**src/rtl/smul_pkg.sv**
```systemverilog
package smul_pkg;
  parameter int unsigned DEF_W = 32;

  typedef enum logic [1:0] {
    PH_IDLE = 2'd0,
    PH_RUN  = 2'd1,
    PH_FIX  = 2'd2
  } smul_phase_e;
endpackage

```
**src/rtl/smul_prep.sv**
```systemverilog
module smul_prep #(
  parameter int unsigned W = smul_pkg::DEF_W
) (
  input  logic         sgn_i,
  input  logic [W-1:0] a_i,
  input  logic [W-1:0] b_i,
  output logic [W-1:0] mag_a_o,
  output logic [W-1:0] mag_b_o,
  output logic         neg_o
);
  // Magnitude of a value; in unsigned mode the value passes unchanged.
  function automatic logic [W-1:0] magnitude(input logic s, input logic [W-1:0] x);
    return (s && x[W-1]) ? (~x + W'(1)) : x;
  endfunction

  assign mag_a_o = magnitude(sgn_i, a_i);
  assign mag_b_o = magnitude(sgn_i, b_i);
  assign neg_o   = sgn_i && (a_i[W-1] ^ b_i[W-1]);
endmodule

```
**src/rtl/smul_engine.sv**
```systemverilog
module smul_engine #(
  parameter int unsigned W = smul_pkg::DEF_W
) (
  input  logic           clk,
  input  logic           rst_n,
  input  logic           load_i,
  input  logic [W-1:0]   mcand_i,
  input  logic [W-1:0]   mplier_i,
  output logic           run_o,
  output logic           last_o,
  output logic [2*W-1:0] acc_o,
  output logic [2*W-1:0] acc_nxt_o
);
  localparam int unsigned PW = 2 * W;
  localparam int unsigned CW = $clog2(W + 1);

  logic [PW-1:0] acc_q;
  logic [W-1:0]  mc_q;
  logic [CW-1:0] cnt_q;
  logic          run_q;

  // One iteration: optional add into the upper half, then a right shift
  // that moves the adder carry into the top bit.
  function automatic logic [PW-1:0] add_shift(input logic [PW-1:0] acc, input logic [W-1:0] mc);
    logic [W:0] s;
    s = {1'b0, acc[PW-1:W]} + (acc[0] ? {1'b0, mc} : {(W+1){1'b0}});
    return {s, acc[W-1:1]};
  endfunction

  assign acc_nxt_o = add_shift(acc_q, mc_q);
  assign last_o    = run_q && (cnt_q == CW'(W - 1));
  assign run_o     = run_q;
  assign acc_o     = acc_q;

  always_ff @(posedge clk or negedge rst_n) begin
    if (!rst_n) begin
      acc_q <= '0;
      mc_q  <= '0;
      cnt_q <= '0;
      run_q <= 1'b0;
    end else if (load_i && !run_q) begin
      acc_q <= {{W{1'b0}}, mplier_i};
      mc_q  <= mcand_i;
      cnt_q <= '0;
      run_q <= 1'b1;
    end else if (run_q) begin
      acc_q <= acc_nxt_o;
      cnt_q <= cnt_q + CW'(1);
      if (last_o) run_q <= 1'b0;
    end
  end


  load_clear_chk: assert property (@(posedge clk) disable iff (!rst_n)
    $rose(run_q) |-> (acc_q[PW-1:W] == '0));

  skip_shift_chk: assert property (@(posedge clk) disable iff (!rst_n)
    (run_q && !acc_q[0]) |=> (acc_q == ($past(acc_q) >> 1)));

  count_bound_chk: assert property (@(posedge clk) disable iff (!rst_n)
    run_q |-> (cnt_q < CW'(W)));
endmodule

```
**src/rtl/smul_top.sv**
```systemverilog
module smul_top #(
  parameter int unsigned W = smul_pkg::DEF_W
) (
  input  logic         clk,
  input  logic         rst_n,
  input  logic         start_i,
  input  logic         signed_i,
  input  logic [W-1:0] opa_i,
  input  logic [W-1:0] opb_i,
  output logic         busy_o,
  output logic         done_o,
  output logic [W-1:0] prod_hi_o,
  output logic [W-1:0] prod_lo_o
);
  localparam int unsigned PW = 2 * W;

  logic [W-1:0]  mag_a, mag_b;
  logic          neg_req;
  logic          run, last;
  logic [PW-1:0] acc, acc_nxt;
  logic          fix_q, neg_q, done_q;
  logic [PW-1:0] res_q;
  logic          start_ok;

  function automatic logic [PW-1:0] negate(input logic [PW-1:0] x);
    return ~x + PW'(1);
  endfunction

  smul_prep #(.W(W)) u_prep (
    .sgn_i(signed_i), .a_i(opa_i), .b_i(opb_i),
    .mag_a_o(mag_a), .mag_b_o(mag_b), .neg_o(neg_req)
  );

  smul_engine #(.W(W)) u_engine (
    .clk(clk), .rst_n(rst_n), .load_i(start_ok),
    .mcand_i(mag_a), .mplier_i(mag_b),
    .run_o(run), .last_o(last), .acc_o(acc), .acc_nxt_o(acc_nxt)
  );

  assign busy_o    = run || fix_q;
  assign start_ok  = start_i && !busy_o;
  assign done_o    = done_q;
  assign prod_hi_o = res_q[PW-1:W];
  assign prod_lo_o = res_q[W-1:0];

  always_ff @(posedge clk or negedge rst_n) begin
    if (!rst_n) begin
      fix_q  <= 1'b0;
      neg_q  <= 1'b0;
      done_q <= 1'b0;
      res_q  <= '0;
    end else begin
      done_q <= 1'b0;
      if (start_ok) neg_q <= neg_req;
      if (last) begin
        if (neg_q) begin
          fix_q <= 1'b1;
        end else begin
          res_q  <= acc_nxt;
          done_q <= 1'b1;
        end
      end
      if (fix_q) begin
        res_q  <= negate(acc);
        fix_q  <= 1'b0;
        done_q <= 1'b1;
      end
    end
  end


  start_busy_chk: assert property (@(posedge clk) disable iff (!rst_n)
    (start_i && !busy_o) |=> busy_o);

  busy_done_chk: assert property (@(posedge clk) disable iff (!rst_n)
    $fell(busy_o) |-> done_o);

  fix_sign_chk: assert property (@(posedge clk) disable iff (!rst_n)
    fix_q |-> (neg_q && !run));

  done_pulse_chk: assert property (@(posedge clk) disable iff (!rst_n)
    done_o |=> !done_o);

  idle_hold_chk: assert property (@(posedge clk) disable iff (!rst_n)
    !busy_o |=> $stable({prod_hi_o, prod_lo_o}));
endmodule

```
**config.mk**
```make
export PLATFORM = sky130hd
export DESIGN_NAME = smul_top
export DESIGN_NICKNAME = d
export VERILOG_FILES = /design/src/rtl/smul_pkg.sv /design/src/rtl/smul_prep.sv /design/src/rtl/smul_engine.sv /design/src/rtl/smul_top.sv
export SDC_FILE = /design/constraint.sdc
export NUM_CORES = 1
export LEC_CHECK = 0
export ABC_AREA = 1
export BUFFER_PORTS_ARGS = -buffer_cell sky130_fd_sc_hd__buf_2
export CAP_MARGIN = 20
export CORE_AREA = 2 2 174 159
export CTS_CLUSTER_SIZE = 24
export DETAILED_ROUTE_END_ITERATION = 7
export DIE_AREA = 0 0 176 161
export PLACE_DENSITY = 0.68
export RECOVER_POWER = 50
export SYNTH_ARGS = -nofsm -noshare
export SYNTH_HDL_FRONTEND = slang
export SYNTH_SLANG_ARGS = --single-unit
```
**constraint.sdc**
```tcl
create_clock -name clk -period 3.5 [get_ports clk]
set_clock_uncertainty 0.05 [all_clocks]
set_input_delay 0.525 -clock clk [delete_from_list [all_inputs] [get_ports clk]]
set_output_delay 0.525 -clock clk [all_outputs]
set_load 0.02 [all_outputs]
```
# --- Word level (Yosys, flattened, before mapping) ---
# Index checks and enable logic that the tools add are counted.
totals:
  reg_bits: 170
  input_bits: 68
  elab_cells: 50
classes:
  eq_ne: 2
  bitwise_logic: 4
  add_sub_neg: 5
  mux: 19
  n_reduce_logical: 12
op_table:
  columns: ["operator", "count"]
  rows:
  - ["64-bit two-way mux", 5]
  - ["32-bit two-way mux", 3]
  - ["32-bit by 1-bit adder with 32-bit output (second input constant)", 2]
  - ["64-bit by 1-bit adder with 64-bit output (second input constant)", 1]
  - ["32-bit inverter", 2]
  - ["64-bit inverter", 1]
  - ["32-bit by 33-bit adder with 33-bit output", 1]
  - ["6-bit two-way mux", 2]
  - ["1-bit two-way mux", 9]
  - ["6-bit by 1-bit adder with 6-bit output (second input constant)", 1]
  - ["6-bit by 5-bit == test with 1-bit output (second input constant)", 1]
  - ["1-bit logical AND", 6]
  - ["2-bit nonzero test", 2]
  - ["1-bit logical NOT", 2]
  - ["2-bit != test (second input constant)", 1]
  - ["2-bit AND reduction", 1]
  - ["1-bit logical OR", 1]
  - ["1-bit bitwise XOR", 1]

# --- Logic depth before layout (Yosys ltp) ---
# Gate-level depths: netlist of run 1.
logic_depth:
  ltp_word: 5
  depth_mapped: 18
  depth_no_buf: 16

# --- Hierarchy ---
# Synthesis of run 1 repeated with hierarchy kept, for this count alone.
unflattened:
  cells_unflattened: 2279
  area_unflattened_um2: 14069.7
modules_own_cells:
  columns: ["module", "instances", "cells_per_inst", "area_each_um2"]
  rows:
  - ["smul_engine", 1, 1059, 7025.5]
  - ["smul_top", 1, 800, 5077.4]
  - ["smul_prep", 1, 420, 1966.9]

# --- Least setup slack after synthesis of run 1 ---
# No wires, ideal clock.
synth_timing:
  path_type: "reg2reg"
  startpoint: "register u_engine.acc_q[0] (netlist: u_engine.acc_o[0])"
  endpoint: "register res_q[43]"
  path_stages_with_launch: 15
  t_arrival_ps: 2232
  setup_ps: 125
  required_time_ps: 3325
  slack_ps: 1093
  period_less_slack_ps: 2407
  cell_sequence: "dfrtp_1 -> buf_6 -> clkbuf_1 -> nand2_1 -> inv_1 -> ha_1 -> fa_1 -> nand2_1 -> nand2_1 -> and2_1 -> nand3_1 -> nand3_1 -> or2_2 -> nand3_1 -> nand3_1"
synth_between:
  elab_chain_len: 5
  elab_cells_between_ends: 7
synth_rtl:
  columns: ["element", "line_no", "rtl"]
  rows:
  - ["start, declared", "smul_engine.sv:17", "logic [PW-1:0] acc_q;"]
  - ["start signal, assigned", "smul_engine.sv:42", "acc_q <= {{W{1'b0}}, mplier_i};"]
  - ["start signal, assigned", "smul_engine.sv:47", "acc_q <= acc_nxt_o;"]
  - ["32-bit two-way mux", "smul_engine.sv:26", "s = {1'b0, acc[PW-1:W]} + (acc[0] ? {1'b0, mc} : {(W+1){1'b0}});"]
  - ["32-bit by 33-bit adder with 33-bit output", "smul_engine.sv:26", null]
  - ["64-bit two-way mux", "smul_top.sv:56", "if (neg_q) begin"]
  - ["64-bit two-way mux", "smul_top.sv:55", "if (last) begin"]
  - ["64-bit two-way mux *", "smul_top.sv:63", "if (fix_q) begin"]
  - ["end signal, assigned", "smul_top.sv:59", "res_q <= acc_nxt;"]
  - ["end signal, assigned", "smul_top.sv:64", "res_q <= negate(acc);"]
  - ["end, declared", "smul_top.sv:22", "logic [PW-1:0] res_q;"]
# Every way passes the cells marked *; elsewhere a longest branch is shown, timed or not. The select of a mux whose other input is x is not followed.
# A chain may end at the register's enable or synchronous reset.

# --- Final worst setup path of run 1 ---
layout_timing:
  startpoint: "register u_engine.acc_q[0] (netlist: u_engine.acc_o[0])"
  endpoint: "register res_q[60]"
# Same word-level chain as after synthesis.

==> flow_results.org, run 1 <==
** Layout
- At the end of the flow, the number of nets in the layout was 2243.
- Number of antenna diodes :: 0
- Final cell utilization of the core :: 0.548
- Final design area excluding fillers :: 0.0146 mm2
- Synth-to-Final Area Change :: 11.8%
- For this run, the number of standard cells in the final layout without fillers is 2504.
- Of the cells placed in the final design, the portion with a size suffix greater than 1 is 0.0842.

** Critical path
- Critical path class :: reg2reg
- Slowest cell on crit path :: dfrtp_1
- Together, buffers and inverters on the worst path number 2.
- CP max stage delay :: 0.68 ns
- Crit path launch type :: register
- For the worst setup path, the data required time is 3.78 ns.
- STA puts the critical path data arrival time at 3.22 ns.
- Crit Path Max Fanout :: 21
- Crit path capture type :: register
- Cell Chain, Critical Path :: buf_4, nand2_1, inv_1, ha_1, a21oi_1, o21ai_0, a21oi_1, nor2_1, nor2_1, nand3_1, nand3_1, nand2_1
- In this design, the largest share of critical-path delay is due to compound AO/OA/AOI/OAI gates.

** GRT
- The first global-routing pass estimated 72100 um of wire.
- Via count of the first global-routing pass :: 13000
- Initial antenna violation count :: 0
- Entering global routing, the biggest net connects 80 pins.
- Summed over all layers, the global routing overflow is 0.
- Overall track demand over capacity in global routing :: 0.329

** Hold path
- Worst hold path type :: in2reg

** Clock tree
- Total number of H-tree levels :: 4
- The number of gates resized after CTS was 0.
- Clock-pin transition on the worst setup and hold timing paths :: 0.07 ns
- # clock sinks :: 170
- Post-CTS Setup Inserts :: 0
- Maximum buffer depth of the clock tree :: 2
- Quantity of hold-fixing buffers added after cts :: 0
- Clock latency of the later-clocked register in the worst-skew pair :: 0.45 ns
- TritonCTS built the clock tree.
- Clock Tree Root :: clkbuf_16
- Clock buffers created by TritonCTS :: 17

** Route
- In the detailed route, the total length drawn on met2 is 18500 um.
- In the routed layout, each cell is associated on average with a via count of 5.65.
- Post-route DRC :: 0
- DR iter-0 viols :: 1786
- Total vias in the final route :: 14100
- The detail route stage leaves a number of antenna-violating nets equal to 0.
- M1 WL :: 21400 um
- Wirelength, routed :: 46400 um
- Top layer used by detailed routing :: met4
- Dividing the detail-routed wire length by the instance count gives 18.5 um.
- The pre-antenna-repair detailed-routing pass consisted of 6 iterations.
- Met3 Routed Length :: 5200 um

** Pwr
- Clock network power share :: 0.160
- Lkg Pwr :: 7.31 nW
- IR analysis of the VDD net gives a maximum drop of 0.412 mV.
- Cell internal power was estimated by the tool at 6.15 mW.
- Of the total power, combinational logic draws 0.542.
- The share of total power dissipated in sequential elements is 0.297.
- For this design the ratio of total power to cell area is 880 mW/mm2.
- Power comes to 12.8 mW.
- Power dissipated by switching net loads :: 6.69 mW
- Of the total power, the share spent switching nets is 0.521.

** STA
- In this run the tightest slew margin relative to its limit is -0.335.
- Final Hold Viols :: 0
- Setup repair after global routing left no endpoint under its margin.
- For the pin with the worst max-slew slack, the measured transition is 2.00 ns.
- Final hold analysis gives a worst-case slack of 0.290 ns.
- In the final timing run, aggregate negative setup slack is 0 ns.
- Smallest setup slack after layout :: 0.558 ns
- The worst path needs 2.94 ns of the cycle, external delays included.
- Finish-stage setup viols :: 0
- Max-slew violation total from the final report :: 76
- Dividing the final minimum period by the clock period gives 0.840.
- Timing would allow up to 340 MHz.

** Yosys
- In this run, synthesis produced a sequential element count of 170.
- Primary flip-flop cell chosen by synthesis mapping :: dfrtp_1
- Of the synthesized area, sequential elements account for 0.326.
- The number of nets in the synthesized netlist is 2132.
- Mapped Cells :: 2027
- Proportion of synthesized flip-flops having asynchronous set or reset :: 1.00
- Number of library cell types mapped by synthesis :: 46
- EDFF count, synth :: 0
- Post-synthesis average cell area :: 6.43 um2
- Yosys synthesis warning count :: 0
- Netlist area before placement :: 0.0130 mm2

** Floorplan
- During I/O placement, the number of pins put on the boundary was 134.
- Row Count :: 57
- From bottom edge to top edge, the die measures 161 um.
- Total Die Area :: 0.0283 mm2
- Core box area :: 0.0266 mm2
- Initial Util :: 0.490
- Die X-Extent :: 176 um

** Outcome
- Outcome :: complete, but fails checks
- The final reports fail on capacitance limit, slew limit.

** Place
- Cell Area, Placed :: 0.0140 mm2
- Detailed placement ended at an HPWL of 36100 um.
- In this run the tool buffered the top-level ports with 133 buffer cells.
- Timing analysis after detailed placement gives a worst setup slack of 0.667 ns.
- Final weighted congestion of routability-driven global placement :: 1.03
- Inst Count DP :: 2472

** Run
- Max-cap violations in this run came to 1.
==> cells by family after synthesis <==
family | after synthesis | synth area share
buffers and inverters | 303 | 0.0910
xor gates and xnor gates | 59 | 0.0396
and+or+nand+nor | 1172 | 0.385
adders and majority gates | 37 | 0.0361
AOI/OAI and AO/OA | 286 | 0.122
DFF | 170 | 0.326
==> power groups by stage <==
stage | clock network, mW | logic (mW) | registers (mW)
floorplan | 0 | 4.57 | 3.71
global placement | 0 | 6.71 | 3.77
detailed placement | 0 | 6.78 | 3.79
CTS | 2.05 | 6.83 | 3.75
global route | 2.15 | 7.71 | 3.88
finish | 2.06 | 6.96 | 3.82
==> metal layers <==
layer | track usage | vias up
met5 | 0 | -
met4 | 0.0984 | 0
met3 | 0.0671 | 80
met2 | 0.459 | 730
met1 | 0.509 | 6501
li1 | - | 6827
==> layout by cell type, fill, tap and decap left out, types with 11 or more instances in the layout <==
cell,instances
nand4_1,39
buf_4,11
nor2_1,230
ha_1,36
nor3_1,36
o21ai_0,151
nand2_1,611
dfrtp_1,170
clkbuf_1,34
nand3_1,213
xor2_1,50
a21oi_1,66
clkbuf_16,17
inv_1,238
o211ai_1,27
buf_2,100
==> worst reg2reg max path, cell delays in order, from the launching register on <==
cell     delay (ns)
dfrtp_1        0.68
buf_4          0.34
nand2_1        0.08
inv_1          0.07
ha_1           0.30
a21oi_1        0.25
o21ai_0        0.20
a21oi_1        0.28
nor2_1         0.10
nor2_1         0.14
nand3_1        0.12
nand3_1        0.16
nand2_1        0.07
==> final timing paths <==
kind	to	startpoint	slack [ns]	cells past startpoint
setup / recovery	res_q[60]	u_engine.acc_o[0]	0.56	12
hold / removal	u_engine.mc_q[29]	opa_i[29]	0.29	3
setup reg to reg	res_q[60]	u_engine.acc_o[0]	0.56	12
hold reg to reg	res_q[38]	res_q[38]	0.43	2
max in group asynchronous	u_engine.acc_o[62]	rst_n	1.08	2
min in group asynchronous	u_engine.acc_o[15]	rst_n	0.60	1
==> cell type report <==
class                   instances  area (um2)
flip-flops and latches        170        4250
well taps                     354         443
fillers                      2719       12000
repair buffers                150         767
multi-input cells            1554        7580
inverters                     245         920
clock inverters                13         185
clock buffers                  18         429
==> sequential cells by signal, summed over array words and instances, names as in the netlist <==
| signal | count |
|---|---|
| done_o | 1 |
| fix_q | 1 |
| neg_q | 1 |
| res_q | 64 |
| u_engine.acc_o | 64 |
| u_engine.cnt_q | 6 |
| u_engine.mc_q | 32 |
| u_engine.run_o | 1 |
==> synthesized netlist by cell type (3+ instances only) <==
library cell | number | share of area
a22oi_1 | 4 | 0.0023
nand3b_1 | 9 | 0.0052
or2_2 | 5 | 0.0024
nor2_1 | 230 | 0.066
buf_2 | 21 | 0.0081
dfrtp_1 | 170 | 0.33
ha_1 | 36 | 0.035
nor3_1 | 36 | 0.014
nand3_2 | 3 | 0.0023
nand3_1 | 213 | 0.082
a21oi_1 | 66 | 0.025
nor2_4 | 8 | 0.0069
o211ai_1 | 27 | 0.016
nand4_1 | 39 | 0.019
nand2_1 | 611 | 0.18
xnor2_1 | 9 | 0.0060
xor2_1 | 50 | 0.034
o221ai_1 | 8 | 0.0054
inv_2 | 7 | 0.0020
nand2_2 | 4 | 0.0019
buf_1 | 8 | 0.0023
clkbuf_1 | 25 | 0.0072
o22ai_1 | 9 | 0.0043
inv_1 | 238 | 0.069
a31oi_1 | 6 | 0.0029
o21bai_1 | 6 | 0.0035
o21ai_0 | 151 | 0.058
nor2_2 | 3 | 0.0014
Note: power is estimated with default switching activity, not from simulation.
==> run 2: changes to the inputs <==
PLACE_DENSITY = 0.71   (was 0.68)
clock period = 2.4 ns   (was 3.5 ns; I/O delays follow)
==> run 2 against run 1 <==
The run now ends clean. Sequential cell count unchanged. Setup slack got worse by 0.53 ns. Register-to-register slack got worse by 0.53 ns. First-iteration DRC count decreased by 10%. Non-clock buffer count increased by 90.
==> flow_results.org, run 2 (synthesized netlist as in run 1, its figures left out) <==
** Layout
- Share of post-route cells with drive strength above 1 :: 0.181 (+0.0965)
- The library cell used most frequently in the layout, excluding fill and tap cells, is nand2_1.
- Final nets :: 2333 (+4.0%)
- Number of antenna diodes :: 0 (unchanged)
- Final design area excluding fillers :: 0.0159 mm2 (+9.3%)
- Commonest cells after routing, fill and taps aside :: nand2_1, inv_1, nor2_1
- Synth-to-Final Area Change :: 22.3%

** Floorplan
- The total die area is 0.0283 mm2 (unchanged).
- The vertical die dimension is 161 um (unchanged).
- Core box area :: 0.0266 mm2 (unchanged)
- The number of rows created at floorplan came to 57 (unchanged).
- Initial Util :: 0.490 (unchanged)
- The floorplan die width was 176 um (unchanged).
- Number of primary I/O pins :: 134 (unchanged)

** GRT
- Total grt overflow :: 0 (unchanged)
- Overall track demand over capacity in global routing :: 0.341 (+0.0124)
- The number of global-route vias before repair is 13200 (+2.3%).
- Pin count of the biggest net entering global routing :: 82 (+2.5%)
- The global-route wire length before repair is 74600 um (+3.5%).
- The number of antenna violations at the first check in global routing is 0 (unchanged).

** Hold path
- Hold Path Origin :: opa_i[29]
- The count of cells along the worst hold path is 3 (unchanged).
- The path with the worst hold slack has its endpoint at u_engine.mc_q[29].
- Worst hold path type :: in2reg

** Clock tree
- Clock buffers created by TritonCTS :: 17 (unchanged)
- Total number of H-tree levels :: 4 (unchanged)
- The tree is rooted in a clkbuf_16.
- The clock latency reported for the late side of the worst-skew pair came to 0.45 ns (about the same).
- The worst-case clock buffer depth was 2 (unchanged).
- TritonCTS built the clock tree.
- The clock slew seen by the registers of the worst setup and hold paths came to 0.08 ns (about the same).
- The number of sinks handled by clock tree synthesis is 170 (unchanged).

** Pwr
- Power dissipated by switching net loads :: 10.8 mW (+61%)
- Switching share of total power :: 0.508 (-0.0134)
- The total power after layout is 21.2 mW (+65%).
- Int Pwr :: 10.5 mW (+70%)
- The maximum resistive drop on vdd is 0.827 mV (+100%).
- Lkg Pwr :: 7.88 nW (+7.7%)
- The fraction of power consumed by sequential logic came to 0.261 (-0.036).
- The clock group share of total power is 0.135 (-0.025).
- Cell Pwr Density :: 1330 mW/mm2 (+51%)
- Logic gate share of total power :: 0.604 (+0.062)

** Critical path
- Data required time at the worst endpoint :: 2.68 ns (-1.10 ns)
- The largest driver fanout on the critical path came to 4 (-81%).
- The slowest stage of the critical path is the nor3_1 cell.
- The slack of the worst reg-to-reg path is 0.02 ns (-0.53 ns).
- CP max stage delay :: 0.46 ns (-0.22 ns)
- Reg2reg start :: u_engine.acc_o[0]
- The worst setup path is launched from a register.
- STA classifies the critical path endpoint as a register.
- Top cell by count, worst path :: nand2_1
- The critical path is of the reg2reg type.
- The endpoint identified for the worst register-to-register timing path is res_q[56].
- Among cell families on the critical path, the largest total delay comes from simple AND/OR/NAND/NOR gates.
- Cells on worst reg2reg path :: 11 (-1)
- Crit path buf inv count :: 3 (+1)
- Cell Chain, Critical Path :: buf_4, inv_1, ha_1, nand2_1, nor2_1, inv_1, nor3_1, nand2_1, xor2_1, nand2_1, nand3_1
- The worst path arrival time is 2.65 ns (-0.57 ns).

** Place
- The placed wire-length estimate after detailed placement is 37500 um (+3.9%).
- Count of input and output buffers :: 133 (unchanged)
- Cell Area, Placed :: 0.0147 mm2 (+4.9%)
- Final weighted congestion of routability-driven global placement :: 0.987 (-4.4%)
- Worst setup timing slack at the placement stage :: -0.0996 ns (-0.767 ns)

** Route
- The number of optimization iterations in the first detailed-route pass was 7 (+1).
- Post-route ant nets :: 0 (unchanged)
- The post-detailed-route via-to-cell ratio came to 5.64 (about the same).
- Post-route DRC :: 0 (unchanged)
- Detailed-route wire length per cell :: 18.8 um (+1.4%)
- The detailed-route via count was 14600 (+3.6%).
- DR iter-0 viols :: 1606 (-10%)
- The post-detailed-routing wire length was 48700 um (+5.1%).

** STA
- The count of final hold-check violations came to 0 (unchanged).
- The fmax was 421 MHz (+24%).
- Worst-Margin Slew :: 0.914 ns (-1.09 ns)
- Time the final worst path needs with I/O delays and setup :: 2.38 ns (-0.565 ns)
- The worst slew margin relative to its limit is 0.390 (+0.725).
- Finish-stage setup viols :: 0 (unchanged)
- Setup repair after global routing could not meet its margin everywhere.
- The count of final max-slew check failures was 0 (-100%).
- Final worst hold slack :: 0.119 ns (-0.171 ns)
- Smallest setup slack after layout :: 0.0235 ns (-0.535 ns)
- The final worst-path cycle share came to 0.990 (+0.150).

** Run
- The max capacitance violation total is 0 (-1).

** Outcome
- Outcome :: complete, no violations
## run 2: power by group through the flow
stage,registers (mW),clock network [mW],logic [mW]
2_1_floorplan,5.42,0,6.67
3_3_place_gp,5.38,0,11.0
3_5_place_dp,5.40,0,11.1
4_1_cts,5.36,2.89,11.3
5_1_grt,5.65,3.02,14.0
6_report,5.53,2.88,12.8
## run 2: worst max-delay path by stage
stage,start,endpoint,slack [ns],cells past startpoint
after floorplan,u_engine.acc_o[0],res_q[43],0.03,14
after global placement,u_engine.acc_o[0],u_engine.acc_o[46],-0.06,15
after detailed placement,u_engine.acc_o[0],u_engine.acc_o[53],-0.1,15
after CTS,u_engine.acc_o[0],u_engine.acc_o[43],-0.02,12
after global routing,u_engine.acc_o[0],res_q[50],-0.12,14
final,u_engine.acc_o[0],res_q[56],0.02,11
## run 2: worst register-to-register path, cell delays in order (launching register included)
cell and delay, ns:
dfrtp_1 0.43, buf_4 0.18, inv_1 0.08, ha_1 0.18, nand2_1 0.08, nor2_1 0.13
inv_1 0.10, nor3_1 0.46, nand2_1 0.23, xor2_1 0.19, nand2_1 0.07, nand3_1 0.08
## run 2: stage by stage
stage,util,TNS [ns],cells
CTS,0.578,-0.0282,2589
floorplan,-,0,2027
global route,0.599,-1.87,2595
finish,0.599,0,2595
global placement,0.553,-0.289,2556
detailed placement,0.553,-0.610,2556
## run 2: area by class of cell
type | count | area (um2)
timing repair buffer | 240 | 1490
inverter | 245 | 922
clock buffer | 17 | 425
tap | 354 | 443
clock inverter | 15 | 184
fill | 2583 | 10700
multi-input combinational | 1554 | 8220
sequential | 170 | 4250
## run 2: layer usage
layer	up-vias	GRT usage	part of all wire
li1	6998	-	-
met1	6763	0.531	0.46
met2	805	0.477	0.40
met3	78	0.0683	0.12
met4	0	0.0928	0.026
met5	-	0	0
## run 2: what timing repair did
action,CTS,global route
hold buffers,1,0
pin swaps,2,20
hold endpoints to repair,34,0
cloned,0,0
endpoints found under the setup margin,14,66
buffers inserted,0,6
gates resized for setup,18,124
==> run 3: changes to the inputs <==
==> constraint.sdc (replaced) <==
create_clock -name clk -period 2.4 [get_ports clk]
set_clock_uncertainty 0.05 [all_clocks]
set_input_delay 0.72 -clock clk [delete_from_list [all_inputs] [get_ports clk]]
set_output_delay 0.72 -clock clk [all_outputs]
set_load 0.02 [all_outputs]
==> run 3 against run 2 <==
Count of clock-buffer cells in the layout grew 3. Power grew 1.9%. Final area grew 1.8%. Register-to-register slack gained 0.04 ns. Largest cell class unchanged.
==> flow_results.org, run 3 (synthesized netlist as in run 1, its figures left out) <==
** STA
- Max-slew violation total from the final report :: 0 (unchanged)
- Setup repair after global routing missed its margin :: true
- The final count of negative-setup-slack endpoints is 0 (unchanged).
- Period Utilization, post-route :: 0.972 (-0.0182)
- The fmax came to 429 MHz (+1.9%).
- The count of final hold-check violations was 0 (unchanged).
- Smallest setup slack after layout :: 0.0673 ns (+0.0438 ns)
- The minimum clock period was 2.33 ns (-0.0438 ns).
- Final worst hold slack :: 0.428 ns (+0.309 ns)
- Worst-Margin Slew :: 1.34 ns (+0.427 ns)
- The worst slew margin relative to its limit came to 0.106 (-0.285).

** GRT
- The global-route wire length before repair was 77000 um (+3.1%).
- Total grt overflow :: 0 (unchanged)
- Overall track demand over capacity in global routing :: 0.353 (+0.0120)
- The number of antenna violations at the first check in global routing is 0 (unchanged).
- The maximum number of pins on one net before global-route repair came to 80 (-2.4%).
- Via count of the first global-routing pass :: 13900 (+4.6%)

** Layout
- Leaving out fill and tap cells, the most frequent cell in the layout is nand2_1.
- The total of fill cells in the finished design is 2602 (+0.74%).
- The top cell types in the final layout, fill and taps aside, are nand2_1, inv_1, nor2_1.
- Synth-to-Final Area Change :: 24.5%
- Number of antenna diodes :: 0 (unchanged)
- Final nets :: 2362 (+1.2%)
- The share of post-route cells with drive strength above 1 is 0.202 (+0.0215).

** Clock tree
- # clock sinks :: 170 (unchanged)
- The tree is rooted in a clkbuf_16.
- Clock buffers created by TritonCTS :: 17 (unchanged)
- Clock latency of the later-clocked register in the worst-skew pair :: 0.45 ns (about the same)
- Clock-pin transition on the worst setup and hold timing paths :: 0.08 ns (about the same)
- Total number of H-tree levels :: 4 (unchanged)
- TritonCTS clock tree :: yes
- The worst-case clock buffer depth was 2 (unchanged).

** Critical path
- Cells on worst reg2reg path :: 14 (+3)
- CP max stage delay :: 0.44 ns (-0.02 ns)
- For this design, the slowest cell found on the critical path is dfrtp_2.
- The signal on the critical path passes through buf_12, nand2_1, inv_1, ha_4, nand2_1, inv_1, nand2_1, nand2_1, nand2_1, nand2_2, nand2_1, nand2_1, o211ai_1, nand2_1.
- Setup slack on the worst flop-to-flop path :: 0.07 ns (+0.04 ns)
- The worst setup path is launched from a register.
- Crit path capture type :: register
- R2r endpoint :: res_q[40]
- CP arrival :: 2.59 ns (-0.06 ns)
- By startpoint and endpoint, the worst setup path is classified as reg2reg.
- Top cell by count, worst path :: nand2_1
- Data required time at the worst endpoint :: 2.66 ns (-0.02 ns)
- Reg2reg start :: u_engine.acc_o[0]
- The largest driver fanout on the critical path is 23 (+19).

** Pwr
- The internal power consumption is 10.6 mW (+1.5%).
- The maximum resistive drop on vdd is 0.719 mV (-13%).
- The switching share of power is 0.510 (+0.00202).
- The leakage power summed over all cells is 8.04 nW (+2.1%).
- Cell Pwr Density :: 1330 mW/mm2 (about the same)
- The reported net switching power was 11.0 mW (+2.3%).
- Overall power :: 21.6 mW (+1.9%)
- The clock group share of total power came to 0.125 (-0.010).
- The combinational share of power came to 0.618 (+0.014).
- Sequential group share of total power :: 0.257 (-0.004)

** Floorplan
- Die X-Extent :: 176 um (unchanged)
- The number of rows created at floorplan came to 57 (unchanged).
- Core box area :: 0.0266 mm2 (unchanged)
- The vertical die dimension was 161 um (unchanged).
- The effective utilization at floorplan is 0.490 (unchanged).
- Total Die Area :: 0.0283 mm2 (unchanged)
- The top-level I/O count is 134 (unchanged).

** Route
- The post-detailed-routing wire length is 50100 um (+2.9%).
- The detail-routed net length per standard cell came to 19.1 um (+1.8%).
- Post-route ant nets :: 0 (unchanged)
- Total vias in the final route :: 14700 (+0.43%)
- Post-route DRC :: 0 (unchanged)
- Vias per std cell :: 5.60 (-0.68%)
- DR iter-0 viols :: 1399 (-13%)
- DR pass1 iterations :: 6 (-1)

** Hold path
- The startpoint identified for the worst hold timing path is res_q[50].
- The tightest min-delay check is of the reg2reg type.
- The count of cells along the worst hold path came to 2 (-1).
- For hold timing, the worst endpoint is res_q[50].

** Place
- The post-placement worst setup slack was -0.170 ns (-0.0704 ns).
- Final weighted congestion of routability-driven global placement :: 0.971 (-1.6%)
- The number of input and output port buffers inserted was 133 (unchanged).
- DP Wirelength :: 39500 um (+5.3%)

** Run
- The max capacitance violation total was 0 (unchanged).

** Outcome
- The flow ran to the end, and the final reports show no timing, DRC or antenna violations.
==> run 3: cell count changes in the layout (fill, tap and decap cells not counted), sizes merged <==
cell / delta
buf: +33
clkinv: -8
clkinvlp: +3
inv: +3
bufinv: -1
dlygate4sd3: -1
==> run 3: stage by stage <==
stage	std cells	setup TNS, ns	area (um2)	util
finish	2624	0	16200	0.610
global route	2624	-0.285	16200	0.610
CTS	2621	0	15600	0.587
detailed placement	2587	-0.741	15000	0.563
global placement	2587	-0.214	15000	0.563
floorplan	2027	0	13000	-
==> run 3: how the worst max path moves through the flow <==
stage / start / endpoint / slack (ns) / cells after the start
after floorplan: u_engine.acc_o[0] / res_q[43] / 0.03 / 14
after global placement: u_engine.acc_o[0] / u_engine.acc_o[53] / -0.09 / 15
after detailed placement: u_engine.acc_o[0] / u_engine.acc_o[53] / -0.17 / 15
after CTS: u_engine.acc_o[0] / u_engine.acc_o[53] / 0.001 / 15
after global routing: u_engine.acc_o[0] / u_engine.acc_o[58] / -0.04 / 14
final: u_engine.acc_o[0] / res_q[40] / 0.07 / 14
==> run 3: cell type report <==
| type | count | area (um2) | share of cell area |
|---|---|---|---|
| flip-flops and latches | 170 | 4260 | 0.262 |
| multi-input cells | 1554 | 8330 | 0.513 |
| well taps | 354 | 443 | 0.0273 |
| repair buffers | 269 | 1740 | 0.107 |
| clock inverters | 12 | 104 | 0.00640 |
| clock buffers | 20 | 447 | 0.0275 |
| inverters | 245 | 920 | 0.0567 |
==> run 3: worst max-delay path: cells and delay by family, from the launching register on <==
kind	cells	cell delay (ns)
flip-flops	1	0.44
AO/OA/AOI/OAI	1	0.37
buffers and inverters	3	0.29
AND/OR/NAND/NOR	9	0.83
adder cells (fa/ha/maj)	1	0.22
==> run 3: repair_timing <==
action / CTS / global route
pin swaps: 4 / 39
hold endpoints to repair: 0 / 0
endpoints found under the setup margin: 15 / 55
hold buffers: 0 / 0
gates resized for setup: 18 / 155
buffers inserted: 2 / 4
gates cloned: 0 / 0
==> run 3: power groups by stage <==
| stage | sequential, mW | clock [mW] | combinational (mW) |
|---|---|---|---|
| global route | 5.67 | 2.82 | 14.6 |
| floorplan | 5.42 | 0 | 6.67 |
| detailed placement | 5.43 | 0 | 11.5 |
| finish | 5.57 | 2.70 | 13.4 |
| global placement | 5.40 | 0 | 11.4 |
| CTS | 5.39 | 2.72 | 11.7 |
==> run 3: metal layers <==
layer	vias up	track usage	part of all wire
li1	7058	-	-
met1	6909	0.537	0.47
met2	671	0.507	0.41
met3	69	0.0737	0.099
met4	0	0.0969	0.024
met5	-	0	0
